--- src/rtl/exi_pkg.sv ---
package exi_pkg;
  localparam int EXI_EXP_W  = 8;
  localparam int EXI_FRAC_W = 23;
  localparam int EXI_IDX_W  = 5;
endpackage

--- src/rtl/exi_round.sv ---
module exi_round #(
  parameter int EXP_W  = exi_pkg::EXI_EXP_W,
  parameter int FRAC_W = exi_pkg::EXI_FRAC_W,
  parameter int IDX_W  = exi_pkg::EXI_IDX_W,
  localparam int W     = 1 + EXP_W + FRAC_W,
  localparam int SIG_W = FRAC_W + 1,
  localparam int MAG_W = SIG_W + 1
) (
  input  logic [W-1:0]     x,
  output logic [MAG_W-1:0] mag,
  output logic             neg,
  output logic             big,
  output logic [IDX_W-1:0] big_low
);
  localparam int BIAS = (1 << (EXP_W - 1)) - 1;

  logic [SIG_W-1:0] sig;
  logic [SIG_W-1:0] t;
  int               e_i;
  int               t_sh;
  int               l_sh;

  always_comb begin
    sig     = {1'b1, x[FRAC_W-1:0]};
    e_i     = int'(x[W-2:FRAC_W]);
    t_sh    = BIAS + FRAC_W - 1 - e_i;
    l_sh    = e_i - BIAS - FRAC_W;
    t       = '0;
    mag     = '0;
    big     = 1'b0;
    big_low = '0;
    if (e_i < BIAS - 1) begin
      mag = '0;
    end else if (e_i == BIAS - 1) begin
      mag = MAG_W'(1);
    end else if (e_i < BIAS + FRAC_W) begin
      // keep one bit below the binary point, then round on it
      t   = sig >> t_sh;
      mag = MAG_W'(t[SIG_W-1:1]) + MAG_W'(t[0]);
    end else begin
      big = 1'b1;
      if (l_sh < IDX_W) big_low = IDX_W'(sig << l_sh);
    end
    neg = x[W-1] & (big | (mag != '0));
  end
endmodule

--- src/rtl/exi_split.sv ---
module exi_split #(
  parameter int FRAC_W = exi_pkg::EXI_FRAC_W,
  parameter int IDX_W  = exi_pkg::EXI_IDX_W,
  localparam int MAG_W = FRAC_W + 2,
  localparam int M_W   = MAG_W + 1 - IDX_W
) (
  input  logic [MAG_W-1:0]      mag,
  input  logic                  neg,
  input  logic                  big,
  input  logic [IDX_W-1:0]      big_low,
  output logic [IDX_W-1:0]      j,
  output logic signed [M_W-1:0] m
);
  logic [IDX_W-1:0]      low;
  logic signed [MAG_W:0] n_s;

  always_comb begin
    low = big ? big_low : mag[IDX_W-1:0];
    // modulo of a negative value wraps back into 0..2^IDX_W-1
    j   = neg ? (~low + 1'b1) : low;
    n_s = neg ? -$signed({1'b0, mag}) : $signed({1'b0, mag});
    // arithmetic shift is the floor division, equal to (N - j) / 2^IDX_W
    m   = M_W'(n_s >>> IDX_W);
  end
endmodule

--- src/rtl/exi_pow2.sv ---
module exi_pow2 #(
  parameter int EXP_W  = exi_pkg::EXI_EXP_W,
  parameter int FRAC_W = exi_pkg::EXI_FRAC_W,
  parameter int M_W    = FRAC_W + 3 - exi_pkg::EXI_IDX_W,
  localparam int W     = 1 + EXP_W + FRAC_W
) (
  input  logic signed [M_W-1:0] m,
  input  logic                  big,
  input  logic                  neg,
  output logic [W-1:0]          scale
);
  localparam int BIAS = (1 << (EXP_W - 1)) - 1;
  localparam logic [W-1:0] POS_INF = {1'b0, {EXP_W{1'b1}}, {FRAC_W{1'b0}}};

  int mi;

  always_comb begin
    mi = int'(m);
    if (big)                scale = neg ? '0 : POS_INF;
    else if (mi > BIAS)     scale = POS_INF;
    else if (mi < 1 - BIAS) scale = '0;
    else                    scale = {1'b0, EXP_W'(mi + BIAS), {FRAC_W{1'b0}}};
  end
endmodule

--- src/rtl/exi_i2f.sv ---
module exi_i2f #(
  parameter int IN_W   = exi_pkg::EXI_IDX_W,
  parameter int EXP_W  = exi_pkg::EXI_EXP_W,
  parameter int FRAC_W = exi_pkg::EXI_FRAC_W,
  localparam int W     = 1 + EXP_W + FRAC_W
) (
  input  logic [IN_W-1:0] mag,
  input  logic            neg,
  output logic [W-1:0]    f
);
  localparam int BIAS = (1 << (EXP_W - 1)) - 1;

  int p;

  always_comb begin
    p = 0;
    for (int i = 0; i < IN_W; i++) begin
      if (mag[i]) p = i;
    end
    if (mag == '0) f = '0;
    else f = {neg, EXP_W'(BIAS + p), FRAC_W'({mag, {FRAC_W{1'b0}}} >> p)};
  end
endmodule

--- src/rtl/exp_index_split.sv ---
module exp_index_split #(
  parameter int EXP_W  = exi_pkg::EXI_EXP_W,
  parameter int FRAC_W = exi_pkg::EXI_FRAC_W,
  parameter int IDX_W  = exi_pkg::EXI_IDX_W,
  localparam int W     = 1 + EXP_W + FRAC_W,
  localparam int MAG_W = FRAC_W + 2,
  localparam int M_W   = MAG_W + 1 - IDX_W
) (
  input  logic             clk,
  input  logic             rst,
  input  logic [W-1:0]     x_in,
  output logic [W-1:0]     n_out,
  output logic [W-1:0]     j_out,
  output logic [IDX_W-1:0] j_idx,
  output logic [W-1:0]     scale_out
);
  localparam int BIAS = (1 << (EXP_W - 1)) - 1;
  localparam logic [W-1:0] ONE_F = {1'b0, EXP_W'(BIAS), {FRAC_W{1'b0}}};

  logic [MAG_W-1:0]      mag;
  logic                  neg;
  logic                  big;
  logic [IDX_W-1:0]      big_low;
  logic [IDX_W-1:0]      j;
  logic signed [M_W-1:0] m;
  logic [W-1:0]          n_f;
  logic [W-1:0]          j_f;
  logic [W-1:0]          sc_f;

  exi_round #(.EXP_W(EXP_W), .FRAC_W(FRAC_W), .IDX_W(IDX_W)) u_round (
    .x(x_in), .mag(mag), .neg(neg), .big(big), .big_low(big_low));

  exi_split #(.FRAC_W(FRAC_W), .IDX_W(IDX_W)) u_split (
    .mag(mag), .neg(neg), .big(big), .big_low(big_low), .j(j), .m(m));

  exi_pow2 #(.EXP_W(EXP_W), .FRAC_W(FRAC_W), .M_W(M_W)) u_pow2 (
    .m(m), .big(big), .neg(neg), .scale(sc_f));

  exi_i2f #(.IN_W(MAG_W), .EXP_W(EXP_W), .FRAC_W(FRAC_W)) u_n2f (
    .mag(mag), .neg(neg), .f(n_f));

  exi_i2f #(.IN_W(IDX_W), .EXP_W(EXP_W), .FRAC_W(FRAC_W)) u_j2f (
    .mag(j), .neg(1'b0), .f(j_f));

  always_ff @(posedge clk) begin
    if (rst) begin
      n_out     <= '0;
      j_out     <= '0;
      j_idx     <= '0;
      scale_out <= '0;
    end else begin
      n_out     <= big ? x_in : n_f;
      j_out     <= j_f;
      j_idx     <= j;
      scale_out <= sc_f;
    end
  end

  AST_TINY_TO_ZERO: assert property (@(posedge clk) disable iff (rst)
    (x_in[W-2:FRAC_W] < EXP_W'(BIAS - 1)) |=>
      (n_out == '0 && j_idx == '0 && scale_out == ONE_F));

  AST_HALF_UNIT: assert property (@(posedge clk) disable iff (rst)
    (x_in[W-2:FRAC_W] == EXP_W'(BIAS - 1)) |=>
      (n_out == {$past(x_in[W-1]), EXP_W'(BIAS), {FRAC_W{1'b0}}}));

  AST_LARGE_FORWARD: assert property (@(posedge clk) disable iff (rst)
    (x_in[W-2:FRAC_W] >= EXP_W'(BIAS + FRAC_W)) |=> (n_out == $past(x_in)));

  AST_SCALE_SHAPE: assert property (@(posedge clk) disable iff (rst)
    1'b1 |=> (scale_out[W-1] == 1'b0 && scale_out[FRAC_W-1:0] == '0));

  AST_IDX_ZERO_CODE: assert property (@(posedge clk) disable iff (rst)
    1'b1 |=> ((j_idx == '0) == (j_out == '0)));
endmodule

--- config.mk ---
export PLATFORM = sky130hd
export DESIGN_NAME = exp_index_split
export DESIGN_NICKNAME = d
export VERILOG_FILES = /design/src/rtl/exi_pkg.sv /design/src/rtl/exi_round.sv /design/src/rtl/exi_split.sv /design/src/rtl/exi_pow2.sv /design/src/rtl/exi_i2f.sv /design/src/rtl/exp_index_split.sv
export SDC_FILE = /design/constraint.sdc
export NUM_CORES = 1
export LEC_CHECK = 0
export ABC_CLOCK_PERIOD_IN_PS = 11200
export CAP_MARGIN = 5
export CORE_MARGIN = 5
export CORE_UTILIZATION = 48
export DETAILED_ROUTE_END_ITERATION = 7
export PLACE_DENSITY = 0.73
export REMOVE_ABC_BUFFERS = 1
export SLEW_MARGIN = 15
export SYNTH_ARGS = -nofsm -noshare
export SYNTH_HDL_FRONTEND = slang
export SYNTH_SLANG_ARGS = --single-unit
--- constraint.sdc ---
create_clock -name clk -period 11.2 [get_ports clk]
set_input_delay 3.36 -clock clk [delete_from_list [all_inputs] [get_ports clk]]
set_output_delay 3.36 -clock clk [all_outputs]
set_load 0.02 [all_outputs]
Word-level counts from Yosys, hierarchy flattened

Index checks and enable logic that the tools add are counted.

Bits in read-only memories: 0
Bits in latches: 0
Bits in registers: 101
RAM bits: 0
Output and inout port bits: 101
Word-level logic and storage cells: 78
Memories: 0

Add/sub/neg operators: 9
Bitwise logic cells: 3
Reductions and logical operators: 4
Eq/ne operators: 1
Mux-type cells: 47
$mul: 0
Shift-type cells: 4
Order comparisons: 5
Div/mod/pow operators: 0

Operators with widths:

| cell                  | count |
|---|---|
| $mux 32               | 4 |
| $mux 25               | 3 |
| $mux 5                | 15 |
| $mux 31               | 2 |
| $shr 48x5->23         | 1 |
| $lt 32x4->1 const B   | 1 |
| $mux 4                | 8 |
| $shl 24x32->5         | 1 |
| $shr 24x32->24        | 1 |
| $sub 32x6->32 const B | 1 |
| $shr 28x3->23         | 1 |
| $mux 26               | 1 |
| $neg 25->26           | 1 |
| $logic_not 25->1      | 1 |
| $reduce_bool 25->1    | 1 |
| $add 23x1->24         | 1 |
| $gt 21x8->1 const B   | 1 |
| $lt 21x8->1 const B   | 1 |
| $mux 3                | 5 |
| $sub 8x7->9 const B   | 1 |
| $sub 8x8->9 const A   | 1 |
| $add 7x3->8 const A   | 1 |
| $add 7x5->8 const A   | 1 |
| $add 8x8->8 const B   | 1 |
| 11 further kinds      | 18 |

Depth between registers and ports, before layout

Gate-level depths: netlist of run 1.

Depth in word-level cells: 33
Depth in mapped cells: 31
Mapped depth without buffers: 27

Cells and area by module

From an unflattened synthesis of run 1, not the netlist that was laid out.

Cell total of the unflattened synthesis: 1,167
Area total of the unflattened synthesis: 9,606.7 sq um

Modules (own cells, without submodules):

| module          | instances | area each (sq um) | cells each |
|---|---|---|---|
| exi_round       | 1         | 3,200.6           | 421 |
| exp_index_split | 1         | 3,022.9           | 250 |
| exi_i2f (u_n2f) | 1         | 1,983.2           | 296 |
| exi_split       | 1         | 591.8             | 78 |
| exi_pow2        | 1         | 484.2             | 71 |
| exi_i2f (u_j2f) | 1         | 324.1             | 51 |

Least setup slack after synthesis of run 1

Ideal clock, no wire load.

Path kind: input to register
From: input x_in[23]
To: register j_out[25]
Stages on the path: 28
Library setup time: 0.114 ns
Arrival: 9.499 ns
Path slack: 1.587 ns
Path through: buf_2 -> buf_2 -> buf_2 -> buf_2 -> buf_1 -> mux4_2 -> nand2_1 -> o311ai_0 -> o21ai_0 -> o22a_1 -> a31oi_1 -> ha_1 -> ha_1 -> inv_1 -> a31o_2 -> a21o_1 -> or3_1 -> nor3_2 -> nand3_1 -> mux2i_1 -> or4_1 -> o31ai_2 -> a31oi_1 -> xor2_1 -> nand2_1 -> ha_1 -> ha_1 -> nor2_1

Word-level cells in the longest chain between the ends: 16
Elaborated cells between the ends (all ways): 34

Ends and longest elaborated chain:

| element                                             | line                  | RTL |
|---|---|---|
| start: declaration                                  | exp_index_split.sv:11 | `input logic [W-1:0] x_in,` |
| $sub 8x7->9                                         | exi_round.sv:27       | `l_sh = e_i - BIAS - FRAC_W;` |
| $sub 32x6->32                                       | exi_round.sv:27       |  |
| $lt 32x4->1 / $shl 24x32->5 (equally long branches) | exi_round.sv:42       | `if (l_sh < IDX_W) big_low = IDX_W'(sig << l_sh);` |
| $mux 5                                              | exi_round.sv:42       |  |
| $mux 5                                              | exi_round.sv:36       | `end else if (e_i < BIAS + FRAC_W) begin` |
| $mux 5                                              | exi_round.sv:34       | `end else if (e_i == BIAS - 1) begin` |
| $mux 5                                              | exi_round.sv:32       | `if (e_i < BIAS - 1) begin` |
| $mux 5                                              | exi_split.sv:18       | `low = big ? big_low : mag[IDX_W-1:0];` |
| $not 5->5                                           | exi_split.sv:20       | `j = neg ? (~low + 1'b1) : low;` |
| $add 5x1->5                                         | exi_split.sv:20       |  |
| $mux 5 *                                            | exi_split.sv:20       |  |
| $mux 1                                              | exi_i2f.sv:18         | `if (mag[i]) p = i;` |
| $mux 2 (2 in a row)                                 | exi_i2f.sv:18         |  |
| $mux 3                                              | exi_i2f.sv:18         |  |
| $add 7x3->8                                         | exi_i2f.sv:21         | `else f = {neg, EXP_W'(BIAS + p), FRAC_W'({mag, {FRAC_W{1'b0}}} >> p)};` |
| end signal: assignment                              | exp_index_split.sv:53 | `j_out <= j_f;` |
| end: declaration                                    | exp_index_split.sv:13 | `output logic [W-1:0] j_out,` |

Every way passes the cells marked *; elsewhere a longest branch is shown, timed or not.
A chain may end at the register's enable or synchronous reset.

Worst setup path after layout of run 1

From: input x_in[28]
To: register n_out[16]

Word-level cells in the longest chain between the ends: 33
Elaborated cells between the ends (all ways): 40

Ends and longest elaborated chain:

| element                | line                  | RTL |
|---|---|---|
| $sub 8x8->9            | exi_round.sv:26       | `t_sh = BIAS + FRAC_W - 1 - e_i;` |
| $shr 24x32->24         | exi_round.sv:38       | `t = sig >> t_sh;` |
| $add 23x1->24          | exi_round.sv:39       | `mag = MAG_W'(t[SIG_W-1:1]) + MAG_W'(t[0]);` |
| $mux 25                | exi_round.sv:36       |  |
| $mux 25                | exi_round.sv:34       |  |
| $mux 25                | exi_round.sv:32       |  |
| $mux 1                 | exi_i2f.sv:18         |  |
| $mux 2 (2 in a row)    | exi_i2f.sv:18         |  |
| $mux 3 (4 in a row)    | exi_i2f.sv:18         |  |
| $mux 4 (8 in a row)    | exi_i2f.sv:18         |  |
| $mux 5 (9 in a row)    | exi_i2f.sv:18         |  |
| $shr 48x5->23          | exi_i2f.sv:21         |  |
| $mux 32                | exi_i2f.sv:20         | `if (mag == '0) f = '0;` |
| $mux 32 *              | exp_index_split.sv:52 | `n_out <= big ? x_in : n_f;` |
| end signal: assignment | exp_index_split.sv:52 |  |
| end: declaration       | exp_index_split.sv:12 | `output logic [W-1:0] n_out,` |

Marked as above.

==> reports/summary.txt, run 1 <==
outcome: finished clean
Max H-tree Level: 3
Worst-path clk slew: 0.06 ns
Antenna Nets Post-Route: 0
CTS tree: built
total CTS buffers: 9
largest net degree at the start of global routing: 41
Nets: 1221
global-route wire length before repair: 50920 um
gr usage total: 32.54%
part of the cycle the worst path needs: 92.40%
Worst slew margin: 46.53%
vias per cell: 6.732
worst setup path class: primary input to register
clock network fraction of total power: 32.1%
final hold viol count: 0
DR pass1 iterations: 5
Post-Route WL: 33350 um
Req. time, crit path: 11.42 ns
Pwr Total: 820.0 uW
Critical Path AT: 10.57 ns
Final Max Tran Viols: 0
share of cells above drive strength 1: 13.48%
core area: 0.01706 mm2
Chip Height: 141.0 um
#FFs+latches synth: 58
startpoint types: primary input
Leak: 0.003590 uW
total number of vias: 9404
hold bufs inserted after CTS: 0
wire per inst: 23.87 um
leading register cell type out of synthesis: dfxtp_1
Yosys warnings: 0
number of global-route vias before repair: 8588
maximum clock rate: 96.63 MHz
port bufs: 93
Syn Inst Count: 1085
DR iter-0 viols: 1326
HP Class: primary input to register
setup tns final: 0 ns
CTS max path bufs: 2
cells taking the most area after synthesis: dfxtp_1 14%, mux2i_1 7.7%, mux4_2 5.5%
initial core utilization: 48.33%
Die Footprint: 0.01989 mm2
final setup vio count: 0
clk root buf: clkbuf_16
EDFF count, synth: 0
gpl congestion: 1.040
post-synth top area cell: dfxtp_1
Overflow after GRT: 0
Setup crit end kind: register
sequential share of the synthesized area: 14.09%
crit-path max FO: 15
postcts setup bufs: 0
worst vdd ir: 0.06460 mV
Netlist cell types: 95
post-DP HPWL: 26190 um
fraction of registers with async set/reset: 0%
die width: 141.0 um
P_int: 499.8 uW
Synth Area per Inst: 7.597 um2
boundary pin count: 135
top-area cell type share of the netlist area: 14.09%
combinational fraction of design power: 40.8%
Layout area overhead: 16.58%
Sink Count: 58
RSZ-0062 raised after global routing: false
initial antenna violation count: 0
DRC errors left: 0
PD cells: 85.34 mW/mm2
FP Rows: 48
Post-Syn Area: 0.008243 mm2
Sequential Power Share: 27.1%
Switch Pwr: 320.2 uW
sw frac: 39.05%
PostCTS Resize Cnt: 0
max cap viols: 0
worst slew pin tran: 0.7896 ns
ANT cells: 0
post-route minimum period: 10.35 ns
state kept, by name, indices dropped and copies added (netlist names):
name and flops:
j_idx 5, j_out 13, n_out 32, scale_out 8
critical path: stages:
cell and delay (ns):
clkdlybuf4s50_1 0.71, nor2_1 0.39, o2111ai_2 0.33, a221oi_2 0.57, and2_1 0.29, nand2_1 0.08
a21boi_0 0.20, ha_1 0.20, ha_1 0.14, inv_1 0.07, a31o_2 0.23, a21o_1 0.24
or3_1 0.45, or3_1 0.35, or3_1 0.44, and2_1 0.19, o31a_1 0.28, o21ai_0 0.28
o22ai_2 0.14, inv_2 0.23, buf_4 0.22, mux2_2 0.38, mux2i_1 0.28, a21oi_1 0.14
o41ai_1 0.35
cell usage in the layout (no fill, tap or decap), drive strengths merged, types with 11 or more instances in the layout:
| cell type | netlist | layout |
|---|---|---|
| a22oi | 24 | 24 |
| nand4 | 22 | 22 |
| nand2 | 101 | 101 |
| clkdlybuf4s50 | 0 | 91 |
| nand3 | 31 | 31 |
| ha | 20 | 20 |
| inv | 19 | 20 |
| or3 | 14 | 14 |
| xnor2 | 32 | 32 |
| and3 | 17 | 17 |
| mux2 | 20 | 20 |
| o21a | 15 | 15 |
| nor4 | 21 | 21 |
| buf | 74 | 49 |
| nor2 | 93 | 93 |
| or2 | 14 | 14 |
| and2 | 19 | 19 |
| a211oi | 26 | 26 |
| nor3 | 39 | 39 |
| conb | 1 | 44 |
| xor2 | 11 | 11 |
| nand2b | 14 | 14 |
| mux2i | 63 | 63 |
| dfxtp | 58 | 58 |
| mux4 | 20 | 20 |
| a21oi | 49 | 49 |
| o21ai | 50 | 50 |
| a31oi | 20 | 20 |
kinds of logic (layout without fill, tap and decap cells):
group,Yosys count,after routing,share of synthesized area [%]
buffers and inverters,131,175,8.516
muxes,103,103,15.85
adders and majority gates,20,20,3.036
AOI/OAI and AO/OA,306,306,27.19
xor gates and xnor gates,43,43,4.660
other,1,44,0.04549
and+or+nand+nor,423,423,26.62
DFF,58,58,14.09
power by group through the flow:
stage / clock network, uW / registers [uW] / logic, uW
finish: 263 / 222 / 335
global route: 275 / 224 / 354
CTS: 264 / 222 / 325
detailed placement: 0 / 227 / 324
global placement: 0 / 226 / 325
floorplan: 0 / 242 / 181
synth_stat cells, types with 7 or more instances:
cell type,count
a211oi_1,25
a21o_1,10
a21oi_1,46
a22oi_1,23
a31oi_1,20
and2_1,15
and3_1,17
buf_1,7
buf_2,18
buf_4,48
clkbuf_1,38
dfxtp_1,58
ha_1,20
inv_1,18
mux2_2,20
mux2i_1,63
mux4_2,20
nand2_1,101
nand2b_1,14
nand3_1,31
nand4_1,22
nor2_1,93
nor3_1,37
nor4_1,17
o211ai_1,7
o21a_1,15
o21ai_0,43
or2_2,12
or3_1,13
or4_1,9
xnor2_1,31
xor2_1,11
layout make-up:
class | count | area (um2)
Clock buffer | 10 | 239.0
Tap cell | 225 | 281.5
Clock inverter | 6 | 41.29
Sequential cell | 58 | 1161
Timing Repair Buffer | 140 | 1274
Multi-Input combinational cell | 939 | 6541
Inverter | 19 | 71.32
Fill cell | 1690 | 7447
metrics by stage:
stage | hold slack [ns] | instances | setup slack (ns) | util, % | area, um2
final | 3.662 | 1397 | 0.8516 | 56.34 | 9609
after global routing | 3.720 | 1397 | 0.3865 | 56.34 | 9609
after CTS | 3.648 | 1397 | 0.9565 | 56.34 | 9609
after detailed placement | 3.996 | 1381 | 0.6157 | 54.69 | 9329
after global placement | 3.988 | 1381 | 0.7222 | 54.69 | 9329
after floorplan | 3.429 | 1016 | 0.9783 | - | 7774
final timing paths:
path / startpoint / to / slack (ns) / depth (start not counted)
worst max-delay path: x_in[28] / n_out[16]$_SDFF_PP0_ / 0.85 / 25
worst min-delay path: x_in[24] / n_out[24]$_SDFF_PP0_ / 3.66 / 4
metal layers:
metal / global-route usage (%) / routed length (um) / vias up
met1: 45.68 / 13920 / 4421
met5: 0 / 0 / -
met3: 6.547 / 3683 / 99
met4: 11.42 / 1414 / 0
li1: - / - / 4231
met2: 49.65 / 14330 / 653
No activity file was read; power rests on OpenSTA's default activity.
==> run 2, diff against run 1 <==
--- a/config.mk
+++ b/config.mk
@@ -5,12 +5,13 @@
 export SDC_FILE = /design/constraint.sdc
 export NUM_CORES = 1
 export LEC_CHECK = 0
+export ABC_AREA = 1
 export ABC_CLOCK_PERIOD_IN_PS = 11200
 export CAP_MARGIN = 5
 export CORE_MARGIN = 5
 export CORE_UTILIZATION = 48
 export DETAILED_ROUTE_END_ITERATION = 7
-export PLACE_DENSITY = 0.73
+export PLACE_DENSITY = 0.74
 export REMOVE_ABC_BUFFERS = 1
 export SLEW_MARGIN = 15
 export SYNTH_ARGS = -nofsm -noshare
==> run 2 against run 1 <==
First-iteration DRC count down 14%; hold slack worse by 0.020 ns; total power up 49%; clock power up 3%; synthesized cell count up 23%; largest cell class unchanged; largest power group unchanged.
==> reports/summary.txt, run 2 <==
outcome: finished clean
Synth Area per Inst: 5.705 um2 (-25%)
Largest regs: n_out x32, j_out x13, scale_out x8
Syn Inst Count: 1337 (+23%)
leading register cell type out of synthesis: dfxtp_1
Layout area overhead: 14.73%
worst setup path class: primary input to register
Max H-tree Level: 3 (unchanged)
port bufs: 93 (unchanged)
Overflow after GRT: 0 (unchanged)
most frequent cell after synthesis: nand2_1
CTS max path bufs: 2 (unchanged)
CTS tree: built
wire per inst: 16.14 um (-32%)
setup tns final: 0 ns (unchanged)
largest net degree at the start of global routing: 38 (-7.3%)
post-route minimum period: 10.08 ns (-0.2650 ns)
Antenna Nets Post-Route: 0 (unchanged)
Sequential Power Share: 20.4% (-6.7 points)
Netlist cell types: 59 (-38%)
area of the multi-input gates: 0.005461 mm2 (-17%)
Sink Count: 58 (unchanged)
total number of vias: 9054 (-3.7%)
crit-path max FO: 21 (+6)
Critical Path AT: 10.28 ns (-0.29 ns)
PD cells: 139.8 mW/mm2 (+64%)
final setup vio count: 0 (unchanged)
share of cells above drive strength 1: 8.399% (-5.1 points)
DR iter-0 viols: 1134 (-14%)
Post-Syn Area: 0.007627 mm2 (-7.5%)
hold-critical path depth: 3 (-1)
FP Rows: 46 (-4.2%)
DRC errors left: 0 (unchanged)
Switch Pwr: 567.5 uW (+77%)
hold bufs inserted after CTS: 0 (unchanged)
startpoint types: primary input
top-area cell type share of the netlist area: 19.59% (+5.5 points)
die width: 136.1 um (-3.5%)
RSZ-0062 raised after global routing: false
cells taking the most area after synthesis: nand2_1 20%, nand3_1 15%, dfxtp_1 15%
crit-path max cell delay: 0.55 ns (-0.16 ns)
Worst slew margin: 39.05% (-7.5 points)
Nets: 1456 (+19%)
non-filler cells, final: 1621 (+16%)
max reg flops: 32 (unchanged)
Post-synth top cells: 398 x nand2_1, 236 x nand3_1, 123 x inv_1
vias per cell: 5.585 (-17%)
ANT cells: 0 (unchanged)
FF/Latch Area: 0.001161 mm2 (unchanged)
EDFF count, synth: 0 (unchanged)
post-DP HPWL: 20810 um (-21%)
max cap viols: 0 (unchanged)
Chip Height: 136.1 um (-3.5%)
most frequent cells in the layout: 398 x nand2_1, 236 x nand3_1, 123 x inv_1, 115 x nor2_1, 93 x clkdlybuf4s50_1
Leak: 0.004348 uW (+21%)
part of the cycle the worst path needs: 90.03% (-2.4 points)
final hold viol count: 0 (unchanged)
gpl congestion: 1.008 (-3.1%)
postcts setup bufs: 0 (unchanged)
layout filler cell count: 1663 (-1.6%)
initial antenna violation count: 0 (unchanged)
Die Footprint: 0.01851 mm2 (-7.0%)
boundary pin count: 135 (unchanged)
PostCTS Resize Cnt: 0 (unchanged)
maximum clock rate: 99.17 MHz (+2.6%)
sw frac: 46.38% (+7.3 points)
Post-Route WL: 26160 um (-22%)
sequential share of the synthesized area: 15.22% (+1.1 points)
total CTS buffers: 9 (unchanged)
Post-Place Worst Slack: 0.8766 ns (+0.2610 ns)
Final Max Tran Viols: 0 (unchanged)
hold path startpoint: x_in[7]
commonest non-fill, non-tap cell in the layout: nand2_1
worst vdd ir: 0.09617 mV (+49%)
worst slew pin tran: 0.9132 ns (+0.1235 ns)
core area: 0.01571 mm2 (-7.9%)
#FFs+latches synth: 58 (unchanged)
initial core utilization: 48.54% (+0.22 points)
slowest CP cell: clkdlybuf4s50_1
CP most frequent cell: nand2_1
combinational fraction of design power: 57.5% (+17 points)
P_int: 656.1 uW (+31%)
Reg with most FFs: n_out
fraction of registers with async set/reset: 0% (unchanged)
Yosys warnings: 0 (unchanged)
Final WS setup: 1.117 ns (+0.2650 ns)
clk root buf: clkbuf_16
global-route wire length before repair: 41980 um (-18%)
post-synth top area cell: nand2_1
clock network fraction of total power: 22.1% (-10 points)
Req. time, crit path: 11.40 ns (-0.02 ns)
Hold Crit Endpoint: n_out[7]$_SDFF_PP0_
dpl cells: 1607 (+16%)
DR pass1 iterations: 6 (+1)
gr usage total: 28.06% (-4.5 points)
HP Class: primary input to register
number of global-route vias before repair: 8113 (-5.5%)
Worst-path clk slew: 0.05 ns (about the same)
Setup crit end kind: register
run 2: cell count changes after synthesis, moves of 23 or more:
cell	delta
nand2_1	+297
nand3_1	+205
inv_1	+105
mux2i_1	-63
nor3_1	-24
xnor2_1	-24
a211oi_1	-23
run 2: cells by family (layout without fill, tap and decap cells):
logic type      after synthesis  count (layout)  share of synthesized area (%)
xor+xnor                     31              31                          3.658
flops                        58              58                          15.22
buf+inv                     235             260                          15.34
compound gates              131             131                          10.22
simple gates                861             861                          52.23
other cells                   1              44                        0.04917
fa+ha+maj                    20              20                          3.281
run 2: how the worst max path moves through the flow:
| stage | start | endpoint | cells past startpoint |
|---|---|---|---|
| floorplan | x_in[24] | n_out[17]$_SDFF_PP0_ | 28 |
| global placement | x_in[25] | scale_out[24]$_SDFF_PP0_ | 41 |
| detailed placement | x_in[25] | scale_out[24]$_SDFF_PP0_ | 41 |
| CTS | x_in[25] | scale_out[24]$_SDFF_PP0_ | 41 |
| global route | x_in[25] | n_out[12]$_SDFF_PP0_ | 46 |
| finish | x_in[25] | n_out[12]$_SDFF_PP0_ | 46 |
run 2: layout make-up:
type | count | share of cell area, %
multi-input cells | 1087 | 62.41
clock inverters | 3 | 0.4575
inverters | 137 | 5.876
flip-flops and latches | 58 | 13.27
clock buffers | 11 | 2.888
well taps | 216 | 3.088
repair buffers | 109 | 12.01
run 2: metrics by stage:
stage / hold slack (ns) / utilization [%] / area (um2) / power [uW]
CTS: 3.635 / 55.69 / 8751 / 1213
finish: 3.642 / 55.69 / 8751 / 1224
floorplan: 3.429 / - / 7133 / 719.9
global placement: 3.968 / 53.83 / 8458 / 941.6
global route: 3.654 / 55.69 / 8751 / 1311
detailed placement: 3.970 / 53.83 / 8458 / 942.6
run 2: critical path: cells and delay by family:
family / cells / cell delay (ns)
fa+ha+maj: 3 / 0.86
buf+inv: 6 / 1.62
compound gates: 4 / 0.94
simple gates: 33 / 3.52
run 2: routing by layer:
metal	GRT usage [%]	up-vias	wire length (um)
met2	46.01	580	11870
met1	38.86	3999	10830
li1	-	4405	-
met3	3.627	70	2769
met4	7.335	0	688
met5	0	-	0
run 2: power groups by stage:
stage | clock, uW | sequential (uW) | combinational [uW]
after floorplan | 0 | 297 | 423
after global placement | 0 | 253 | 688
after detailed placement | 0 | 254 | 688
after CTS | 272 | 250 | 690
after global routing | 283 | 253 | 774
final | 270 | 250 | 704
